### config.mk
export PLATFORM = sky130hd
export DESIGN_NAME = prio_irq_ctrl
export DESIGN_NICKNAME = d
export VERILOG_FILES = /design/src/rtl/prio_irq_ctrl.sv
export SDC_FILE = /design/constraint.sdc
export NUM_CORES = 1
export LEC_CHECK = 0
export BUFFER_PORTS_ARGS = -buffer_cell sky130_fd_sc_hd__buf_2
export CELL_PAD_IN_SITES_DETAIL_PLACEMENT = 1
export CELL_PAD_IN_SITES_GLOBAL_PLACEMENT = 2
export CORE_UTILIZATION = 27
export DETAILED_ROUTE_END_ITERATION = 6
export PLACE_DENSITY_LB_ADDON = 0.15
export SLEW_MARGIN = 30
export SYNTH_ARGS = -nofsm -noshare
export SYNTH_HDL_FRONTEND = slang
export SYNTH_SLANG_ARGS = --single-unit
export TNS_END_PERCENT = 20
### constraint.sdc
create_clock -name clk -period 1.9 [get_ports clk]
set_clock_uncertainty 0.15 [all_clocks]
set_input_delay 0.285 -clock clk [delete_from_list [all_inputs] [get_ports clk]]
set_output_delay 0.285 -clock clk [all_outputs]
set_load 0.05 [all_outputs]
### src/rtl/prio_irq_ctrl.sv
module prio_irq_ctrl #(
  parameter int VW     = 16,
  parameter int SYNC_N = 2,
  parameter int VBASE  = 3,
  parameter int VSTEP  = 8
) (
  input  logic          clk,
  input  logic          rst_n,
  input  logic          en_we,
  input  logic [7:0]    en_wd,
  output logic [7:0]    en_q,
  input  logic [1:0]    ext_edge,
  input  logic [1:0]    ext_pin_n,
  input  logic          tmr0_ovf,
  input  logic          tmr1_ovf,
  input  logic          ser_rx,
  input  logic          ser_tx,
  output logic          irq_req,
  output logic [VW-1:0] irq_vec,
  input  logic          irq_ack,
  input  logic          svc_done
);
  localparam int NSRC = 5;
  localparam int PW   = $clog2(NSRC);

  logic [SYNC_N-1:0] sync [2];
  logic [1:0]        last, xflag, xreq;
  logic              tf0, tf1, ack_d, active, hit, take;
  logic [NSRC-1:0]   pend;
  logic [PW-1:0]     pick;
  logic [VW-1:0]     enc, held;

  always_ff @(posedge clk)
    if (!rst_n) en_q <= '0;
    else if (en_we) en_q <= en_wd;

  for (genvar g = 0; g < 2; g++) begin : g_ext
    logic smp, fall;
    assign smp  = sync[g][SYNC_N-1];
    assign fall = last[g] & ~smp;
    always_ff @(posedge clk)
      if (!rst_n) begin
        sync[g]  <= '1;
        last[g]  <= 1'b1;
        xflag[g] <= 1'b0;
      end else begin
        sync[g] <= {sync[g][SYNC_N-2:0], ext_pin_n[g]};
        last[g] <= smp;
        if (!ext_edge[g]) xflag[g] <= 1'b0;
        else if (fall) xflag[g] <= 1'b1;
        else if (take && pick == PW'(2*g)) xflag[g] <= 1'b0;
      end
    assign xreq[g] = ext_edge[g] ? xflag[g] : ~smp;
  end

  always_ff @(posedge clk)
    if (!rst_n) begin
      tf0 <= 1'b0;
      tf1 <= 1'b0;
    end else begin
      if (tmr0_ovf) tf0 <= 1'b1;
      else if (take && pick == PW'(1)) tf0 <= 1'b0;
      if (tmr1_ovf) tf1 <= 1'b1;
      else if (take && pick == PW'(3)) tf1 <= 1'b0;
    end

  assign pend = {ser_rx | ser_tx, tf1, xreq[1], tf0, xreq[0]}
              & en_q[NSRC-1:0] & {NSRC{en_q[7]}};
  assign hit  = |pend;

  always_comb begin
    pick = '0;
    for (int i = NSRC - 1; i >= 0; i--)
      if (pend[i]) pick = PW'(i);
  end

  assign enc     = hit ? VW'(VBASE + VSTEP * int'(pick)) : '0;
  assign irq_req = hit & ~active;
  assign take    = irq_req & irq_ack & ~ack_d;
  assign irq_vec = active ? held : enc;

  always_ff @(posedge clk)
    if (!rst_n) begin
      ack_d  <= 1'b0;
      active <= 1'b0;
      held   <= '0;
    end else begin
      ack_d <= irq_ack;
      if (take) begin
        active <= 1'b1;
        held   <= enc;
      end else if (svc_done && !irq_ack) active <= 1'b0;
    end

  AST_GLOBAL_MASK: assert property (@(posedge clk) disable iff (!rst_n)
    !en_q[7] |-> !irq_req);
  AST_QUIET_ACTIVE: assert property (@(posedge clk) disable iff (!rst_n)
    active |-> !irq_req);
  AST_VEC_HOLD: assert property (@(posedge clk) disable iff (!rst_n)
    (active && $past(active)) |-> $stable(irq_vec));
  AST_VEC_ALIGN: assert property (@(posedge clk) disable iff (!rst_n)
    irq_req |-> (irq_vec[2:0] == 3'd3));
  AST_T0_CLEAR: assert property (@(posedge clk) disable iff (!rst_n)
    (take && pick == PW'(1) && !tmr0_ovf) |=> !tf0);
  AST_RSVD_QUIET: assert property (@(posedge clk) disable iff (!rst_n)
    (en_q[4:0] == 5'd0) |-> !irq_req);
endmodule

==> results of run 1 <==
-- sequential cells by signal (all words and copies together) (netlist names) --
register and cells:
tf1 1, tf0 1, ack_d 1, last 2
held 4, sync 4, active 1, en_q 8
xflag 2
-- per-layer routing --
metal,GRT usage (%),wire length (µm),up-vias
li1,-,-,487
met1,15.3,1150,465
met2,23.4,1380,24
met3,2.57,97,4
met4,5.59,34,0
met5,0,0,-
-- cells by family (layout without fill, tap and decap cells) --
kind of cell	after synthesis	count (layout)	share of synthesized area (%)
flip-flops	24	24	42.0
AO/OA/AOI/OAI	23	23	13.7
multiplexers	10	10	8.85
buffers and inverters	18	48	9.95
other	1	11	0.328
AND/OR/NAND/NOR	50	50	25.2
-- area by class of cell --
cell class	count	area share (%)
clock buffer	4	2.97
inverter	2	0.494
multi-input combinational	94	42.4
sequential	24	32.4
tap	50	4.12
timing repair buffer	42	17.6
-- per-stage QoR --
step                TNS, ns  util [%]
floorplan            -0.197         -
global placement     -0.381      35.3
detailed placement   -0.646      35.3
CTS                  -0.913      37.7
global route          -1.31      37.7
finish               -0.872      37.7
-- Yosys cell counts (2+ instances only) --
master	count	area, µm²
buf_4	12	90.1
inv_1	2	7.51
nand2_1	12	45.0
dfxtp_1	24	480
o211ai_1	3	22.5
o21ai_0	2	10.0
nor2_1	2	7.51
clkbuf_1	3	11.3
nand3_1	5	25.0
mux2i_1	9	90.1
a21oi_1	7	35.0
nor2b_1	12	75.1
and2_1	3	18.8
nand2b_1	9	56.3
o21ai_1	5	25.0
-- placed cells by master (no fill, tap or decap), types with 5 or more instances in the layout --
cell,synthesis,routed
buf_2,1,28
dfxtp_1,24,19
nand2_1,12,12
conb_1,1,11
nor2b_1,12,10
nand2b_1,9,9
mux2i_1,9,9
buf_4,12,8
a21oi_1,7,7
buf_6,0,6
nand3_1,5,5
-- power breakdown --
part / leakage (nW) / switching [W] / internal, W
Sequential: 0.199 / 0.0000160 / 0.000524
Combinational: 0.459 / 0.000147 / 0.0000654
Clock: 0.0228 / 0.000160 / 0.000150
Total: 0.680 / 0.000323 / 0.000739
-- worst max-delay path: stages, from the launching register on --
cell     delay, ns
dfxtp_4       0.38
and3_4        0.18
a31oi_4       0.18
nand4_1       0.16
mux2_4        0.32
buf_6         0.15
-- repair_timing --
action,CTS,global route
gates resized for setup,15,1
setup endpoints to repair,6,6
pin swaps,1,0
-- final timing paths --
check                           cells past startpoint         end  slack (ns)
worst max-delay path                                5  irq_vec[0]       -0.18
worst min-delay path                                2  sync[0][0]        0.05
worst max register to register                      6     held[3]        0.32
worst min register to register                      1  sync[0][1]        0.27
==> results.json, run 1 <==
{
  "outcome": "finished with violations",
  "violations": "setup timing",
  "ys_ff_latch": 24,
  "whs_ns": 0.0479,
  "post-place-cells": 212,
  "worst_hold_startpoint": "ext_pin_n[0]",
  "ir_drop_mv": 0.252,
  "grt_antenna_before_repair": 0,
  "initial_core_util_pct": 28.4,
  "cts_made_buffers": 3,
  "drt.antenna.violating_nets": 0,
  "critPathMaxFanout": 7,
  "total_power_w": 0.00106,
  "ys_warn_count": 0,
  "cts_hold_buf": 0,
  "first_pass_iters": 4,
  "multi_input_area_um2": 644,
  "start_kind": "flop",
  "vias": 980,
  "synth_seq_area_share_pct": 42.0,
  "viasPerCell": 4.54,
  "cellPowerDensity_nw_per_um2": 699,
  "clkLatencyLatePin_ns": 0.26,
  "fmax_ghz": 0.481,
  "worst-endpoint-arrival_ns": 1.65,
  "die_h_um": 67.1,
  "max_cap_viol_count": 0,
  "syn_area_per_cell_um2": 9.09,
  "critPathKind": "reg2out",
  "dieWidth_um": 67.1,
  "wl_per_cell_um": 12.3,
  "worst_slack_ns": -0.181,
  "p_leak_nw": 0.680,
  "io_pins": 46,
  "worst_hold_path_type": "in2reg",
  "crit_path_end_kind": "output pin",
  "worstPathRequired_ns": 1.46,
  "drive_gt1_share_pct": 37.3,
  "setup_violations": 6,
  "cts_tree": "built",
  "fin_area_um2": 1520,
  "clk_path_buf_depth": 2,
  "drt_iter0_markers": 18,
  "post-route-min-period_ns": 2.08,
  "synth_cells": 126,
  "dpl.hpwl_um": 2080,
  "pre_cts_ws_ns": -0.145,
  "path_clk_slew_ns": 0.08,
  "crit-reg2reg-launch": "en_q[7]",
  "gr-total-overflow": 0,
  "rows": 23,
  "register_area_um2": 492,
  "grt_pass1_wl_um": 4390,
  "drc_errors": 0,
  "period_share_pct": 110,
  "ctsHtreeMaxLevel": 1,
  "grt_pass1_vias": 952,
  "cts_sinks": 24,
  "rsz0062_at_grt": "true",
  "fillCellCount": 492,
  "slew_viol_final": 0,
  "netlist_area_um2": 1140,
  "area_growth_pct": 32.7,
  "root_buffer": "clkbuf_8",
  "dieArea_um2": 4500,
  "synth_ff_type": "dfxtp_1",
  "async_flop_share_pct": 0,
  "synth_edf_count": 0,
  "core_area_um2": 4030,
  "crit_path_start": "en_q[7]",
  "grt_max_degree": 16,
  "grt_usage_pct": 13.2,
  "postCtsSetupBuffers": 0,
  "layoutNonFillerInstCount": 216,
  "nets": 188,
  "hold_viol": 0,
  "n_antenna_cell": 0,
  "place_area_um2": 1420,
  "portBuffers": 34,
  "gp_congestion": 0.781,
  "wirelength_um": 2660,
  "synth_cell_types": 31
}
Note: power is estimated with default switching activity, not from simulation.
==> run 2, diff against run 1 <==
PLACE_DENSITY = 0.77   (was unset)
PLACE_DENSITY_LB_ADDON = unset   (was 0.15)
==> results.json, run 2 (synthesis results as in run 1) <==
{
  "outcome": "finished with violations",
  "violations": "setup timing",
  "cts_sinks": 24,
  "whs_ns": 0.0448,
  "clk_path_buf_depth": 2,
  "worst_pin_slew_ns": 0.515,
  "rsz0062_at_grt": "true",
  "cts_tree": "built",
  "ir_drop_mv": 0.512,
  "setup_violations": 6,
  "portBuffers": 34,
  "io_pins": 46,
  "post-route-min-period_ns": 2.05,
  "reg_top3": "en_q: 8 flops, held: 4 flops, sync: 4 flops",
  "die_h_um": 67.1,
  "core_area_um2": 4030,
  "n_antenna_cell": 0,
  "path_buf_inv": 1,
  "met1Wirelength_um": 1180,
  "mostFrequentLayoutCell": "buf_2",
  "drive_gt1_share_pct": 38.1,
  "dpl.hpwl_um": 2120,
  "root_buffer": "clkbuf_8",
  "layout_common_cells": "buf_2 (28), dfxtp_1 (20), nand2_1 (12)",
  "crit_chain": "and3_4 > a31oi_4 > nand3_1 > o31ai_4 > buf_6",
  "worst_hold_path_type": "in2reg",
  "dieArea_um2": 4500,
  "drt_iter0_markers": 60,
  "rr_endpoint": "xflag[0]",
  "regMostFlops": "en_q",
  "vias": 973,
  "reg2reg_slack_ns": 0.22,
  "drc_errors": 0,
  "ctsHtreeMaxLevel": 1,
  "route.met2.wl_um": 1350,
  "fillCellCount": 476,
  "wirelength_um": 2660,
  "viasPerCell": 4.46,
  "cellPowerDensity_nw_per_um2": 766,
  "first_pass_iters": 3,
  "highest_layer": "met4",
  "rows": 23,
  "grt_usage_pct": 13.0,
  "drt.antenna.violating_nets": 0,
  "final_util_pct": 38.8,
  "wl_per_cell_um": 12.2,
  "hold_path_depth": 2,
  "gr-total-overflow": 0,
  "worstPathRequired_ns": 1.46,
  "critPathMaxFanout": 5,
  "nets": 190,
  "hold_viol": 0,
  "worst_hold_startpoint": "ext_pin_n[0]",
  "hold_path_end": "sync[0][0]",
  "critPathKind": "reg2out",
  "crit-reg2reg-launch": "active",
  "fin_tns_setup_ns": -0.764,
  "grt_antenna_before_repair": 0,
  "grt_max_degree": 16,
  "grt_pass1_wl_um": 4370,
  "gp_congestion": 0.794,
  "dieWidth_um": 67.1,
  "area_growth_pct": 36.6,
  "cts_made_buffers": 3,
  "max_cap_viol_count": 0,
  "period_share_pct": 108,
  "max_slew_margin_pct": 65.6,
  "path_clk_slew_ns": 0.08,
  "clkLatencyLatePin_ns": 0.26,
  "cp_slowest_stage_delay_ns": 0.35,
  "critPathTopFamily": "compound AO/OA/AOI/OAI gates",
  "grt_pass1_vias": 970,
  "crit_path_end_kind": "output pin",
  "largest_register_ffs": 8,
  "p_leak_nw": 0.703,
  "pre_cts_ws_ns": -0.136,
  "rr_worst_depth": 4,
  "worst-endpoint-arrival_ns": 1.62,
  "cp_slowest_cell": "dfxtp_4",
  "initial_core_util_pct": 28.4,
  "start_kind": "flop",
  "worst_slack_ns": -0.151,
  "met3_length_um": 115,
  "slew_viol_final": 0,
  "fmax_ghz": 0.488
}
run 2: changes by cell type in the layout (fill, tap and decap cells not counted):
cell / change
nand2b_4: +1
buf_4: +2
dfxtp_2: -1
nand2b_1: -1
and2_1: +1
dfxtp_1: +1
clkbuf_1: -1
and2_4: -1
bufinv_16: +1
run 2: per-layer routing:
metal  vias to the layer above  GRT usage, %
met3                         2          3.60
li1                        492             -
met1                       452          15.1
met4                         0          2.39
met2                        27          23.6
met5                         -             0
run 2: how the worst max path moves through the flow:
stage                      startpoint         end  slack, ns  cells after the start
after floorplan               en_q[1]  irq_vec[1]      -0.08                      5
after global placement    ext_edge[1]  irq_vec[3]      -0.10                      7
after detailed placement  ext_edge[1]  irq_vec[3]      -0.14                      7
after CTS                     en_q[1]  irq_vec[0]      -0.18                      5
after global routing          en_q[1]  irq_vec[5]      -0.24                      5
final                         en_q[1]  irq_vec[5]      -0.15                      5
run 2: power breakdown:
part / leakage (nW) / internal (W) / switching [W]
Combinational: 0.468 / 0.0000679 / 0.000150
Clock: 0.0357 / 0.000282 / 0.000160
Sequential: 0.199 / 0.000524 / 0.0000144
Total: 0.703 / 0.000873 / 0.000325
run 2: per-stage QoR:
step                instances  instance area [µm²]  power (W)
global placement          212                 1420   0.000754
CTS                       218                 1560    0.00121
detailed placement        212                 1420   0.000760
finish                    218                 1560    0.00120
global route              218                 1560    0.00125
floorplan                 136                 1240   0.000722
run 2: repair_timing:
item	4_1_cts	5_1_grt
hold buffers	0	0
pin swaps	1	0
resized for setup	14	1
setup buffers	2	0
hold endpoints to repair	0	0
endpoints found under the setup margin	6	6
run 2: cell type report:
class	count	area (µm²)	share of cell area, %
tap	50	62.6	4.00
sequential	24	490	31.4
clock inverter	1	30.0	1.92
timing repair buffer	44	283	18.1
clock buffer	3	41.3	2.64
multi-input combinational	94	649	41.5
inverter	2	7.51	0.480
==> run 3, diff against run 2 <==
BUFFER_PORTS_ARGS = -buffer_cell sky130_fd_sc_hd__buf_4   (was -buffer_cell sky130_fd_sc_hd__buf_2)
CORE_UTILIZATION = 29   (was 27)
PLACE_DENSITY = 0.94   (was 0.77)
clock period = 2.6 ns   (was 1.9 ns; I/O delays follow)
==> results.json, run 3 (synthesis results as in run 1) <==
{
  "core_area_um2": 3720,
  "viasPerCell": 4.49,
  "critPathMaxFanout": 7,
  "cts_made_buffers": 3,
  "cp_slowest_cell": "dfxtp_1",
  "grt_pass1_vias": 906,
  "outcome": "finished clean",
  "dieWidth_um": 64.8,
  "fin_tns_setup_ns": 0,
  "worst_slack_ns": 0.230,
  "postCtsSetupBuffers": 0,
  "start_kind": "flop",
  "wirelength_um": 2590,
  "reg_top3": "en_q: 8 flops, held: 4 flops, sync: 4 flops",
  "rsz0062_at_grt": "false",
  "worst-endpoint-arrival_ns": 1.83,
  "p_leak_nw": 0.659,
  "grt_busiest_layer": "met2",
  "n_antenna_cell": 0,
  "fmax_ghz": 0.422,
  "ir_drop_mv": 0.337,
  "grtUsageMet3_pct": 3.35,
  "nets": 181,
  "wl_per_cell_um": 12.5,
  "drc_errors": 0,
  "slew_viol_final": 0,
  "crit_chain": "and3_4 > a31oi_4 > nand4_1 > mux2_2 > buf_4",
  "dieArea_um2": 4200,
  "die_h_um": 64.8,
  "worst_hold_path_type": "in2reg",
  "grt_max_degree": 28,
  "drt_iter0_markers": 20,
  "grt_usage_pct": 13.9,
  "initial_core_util_pct": 30.8,
  "drive_gt1_share_pct": 28.3,
  "post-route-min-period_ns": 2.37,
  "cts_hold_buf": 0,
  "ctsHtreeMaxLevel": 1,
  "met1_usage_pct": 16.9,
  "vias": 929,
  "period_share_pct": 91.2,
  "worstPathRequired_ns": 2.06,
  "regMostFlops": "en_q",
  "hold_viol": 0,
  "portBuffers": 34,
  "cts_resized": 0,
  "critPathKind": "reg2out",
  "cellPowerDensity_nw_per_um2": 551,
  "cts_sinks": 24,
  "dpl.hpwl_um": 2000,
  "first_pass_iters": 4,
  "cp_slowest_stage_delay_ns": 0.40,
  "root_buffer": "clkbuf_8",
  "setup_violations": 0,
  "io_pins": 46,
  "post-place-cells": 203,
  "grtUsageMet2_pct": 23.4,
  "clkLatencyLatePin_ns": 0.27,
  "pre_cts_ws_ns": 0.364,
  "mostFrequentLayoutCell": "buf_4",
  "drt.antenna.violating_nets": 0,
  "gr-total-overflow": 0,
  "largest_register_ffs": 8,
  "gp_congestion": 0.871,
  "grt_pass1_wl_um": 4400,
  "rows": 22,
  "area_growth_pct": 27.4,
  "clk_path_buf_depth": 2,
  "layoutNonFillerInstCount": 207,
  "grt_antenna_before_repair": 0,
  "cts_tree": "built",
  "path_clk_slew_ns": 0.08,
  "max_cap_viol_count": 0,
  "crit_path_end_kind": "output pin",
  "layout_common_cells": "buf_4 (35), dfxtp_1 (24), nand2_1 (12), nor2b_1 (12), conb_1 (11)"
}
run 3: cell types whose count changed in the layout (fill, tap and decap cells not counted), sizes merged:
cell    before  now
buf         44   35
bufinv       1    0
clkbuf       3    4
run 3: per-stage QoR:
step                      cell area, µm²  hold slack [ns]  total power [W]  util (%)
after floorplan                     1190            0.236         0.000524         -
after global placement              1400            0.238         0.000559      37.8
after detailed placement            1400            0.252         0.000562      37.8
after CTS                           1460            0.139         0.000818      39.3
after global routing                1460            0.152         0.000842      39.3
final                               1460            0.150         0.000804      39.3
run 3: path summary, 6_finish.rpt:
kind	startpoint	to	slack (ns)	cells after the start
worst max-delay path	en_q[7]	irq_vec[0]	0.23	5
worst min-delay path	ext_pin_n[0]	sync[0][0]	0.15	2
worst min register to register	sync[1][0]	sync[1][1]	0.28	1
worst max register to register	en_q[7]	xflag[0]	0.93	6
run 3: layout make-up:
| cell class | count | area (µm²) |
|---|---|---|
| clock buffer | 4 | 55.1 |
| tap | 48 | 60.1 |
| inverter | 2 | 7.51 |
| sequential | 24 | 480 |
| multi-input combinational | 94 | 593 |
| timing repair buffer | 35 | 263 |
| fill | 463 | 2260 |
run 3: layer usage:
layer	wire, µm	part of all wire, %	up-vias
met5	0	0	-
met4	29	1.1	0
met3	130	5.0	3
li1	-	-	477
met2	1250	48	27
met1	1170	45	422
run 3: worst max-delay path, delay by kind of cell (launching register included):
kind	cells	cell delay [ns]
AOI/OAI and AO/OA	1	0.22
buffers and inverters	1	0.19
and+or+nand+nor	2	0.42
DFF	1	0.40
muxes	1	0.32
run 3: power breakdown:
| part | internal, W | switching [W] |
|---|---|---|
| clock network | 0.000135 | 0.000117 |
| registers | 0.000383 | 0.0000117 |
| logic | 0.0000528 | 0.000104 |
| total | 0.000571 | 0.000233 |
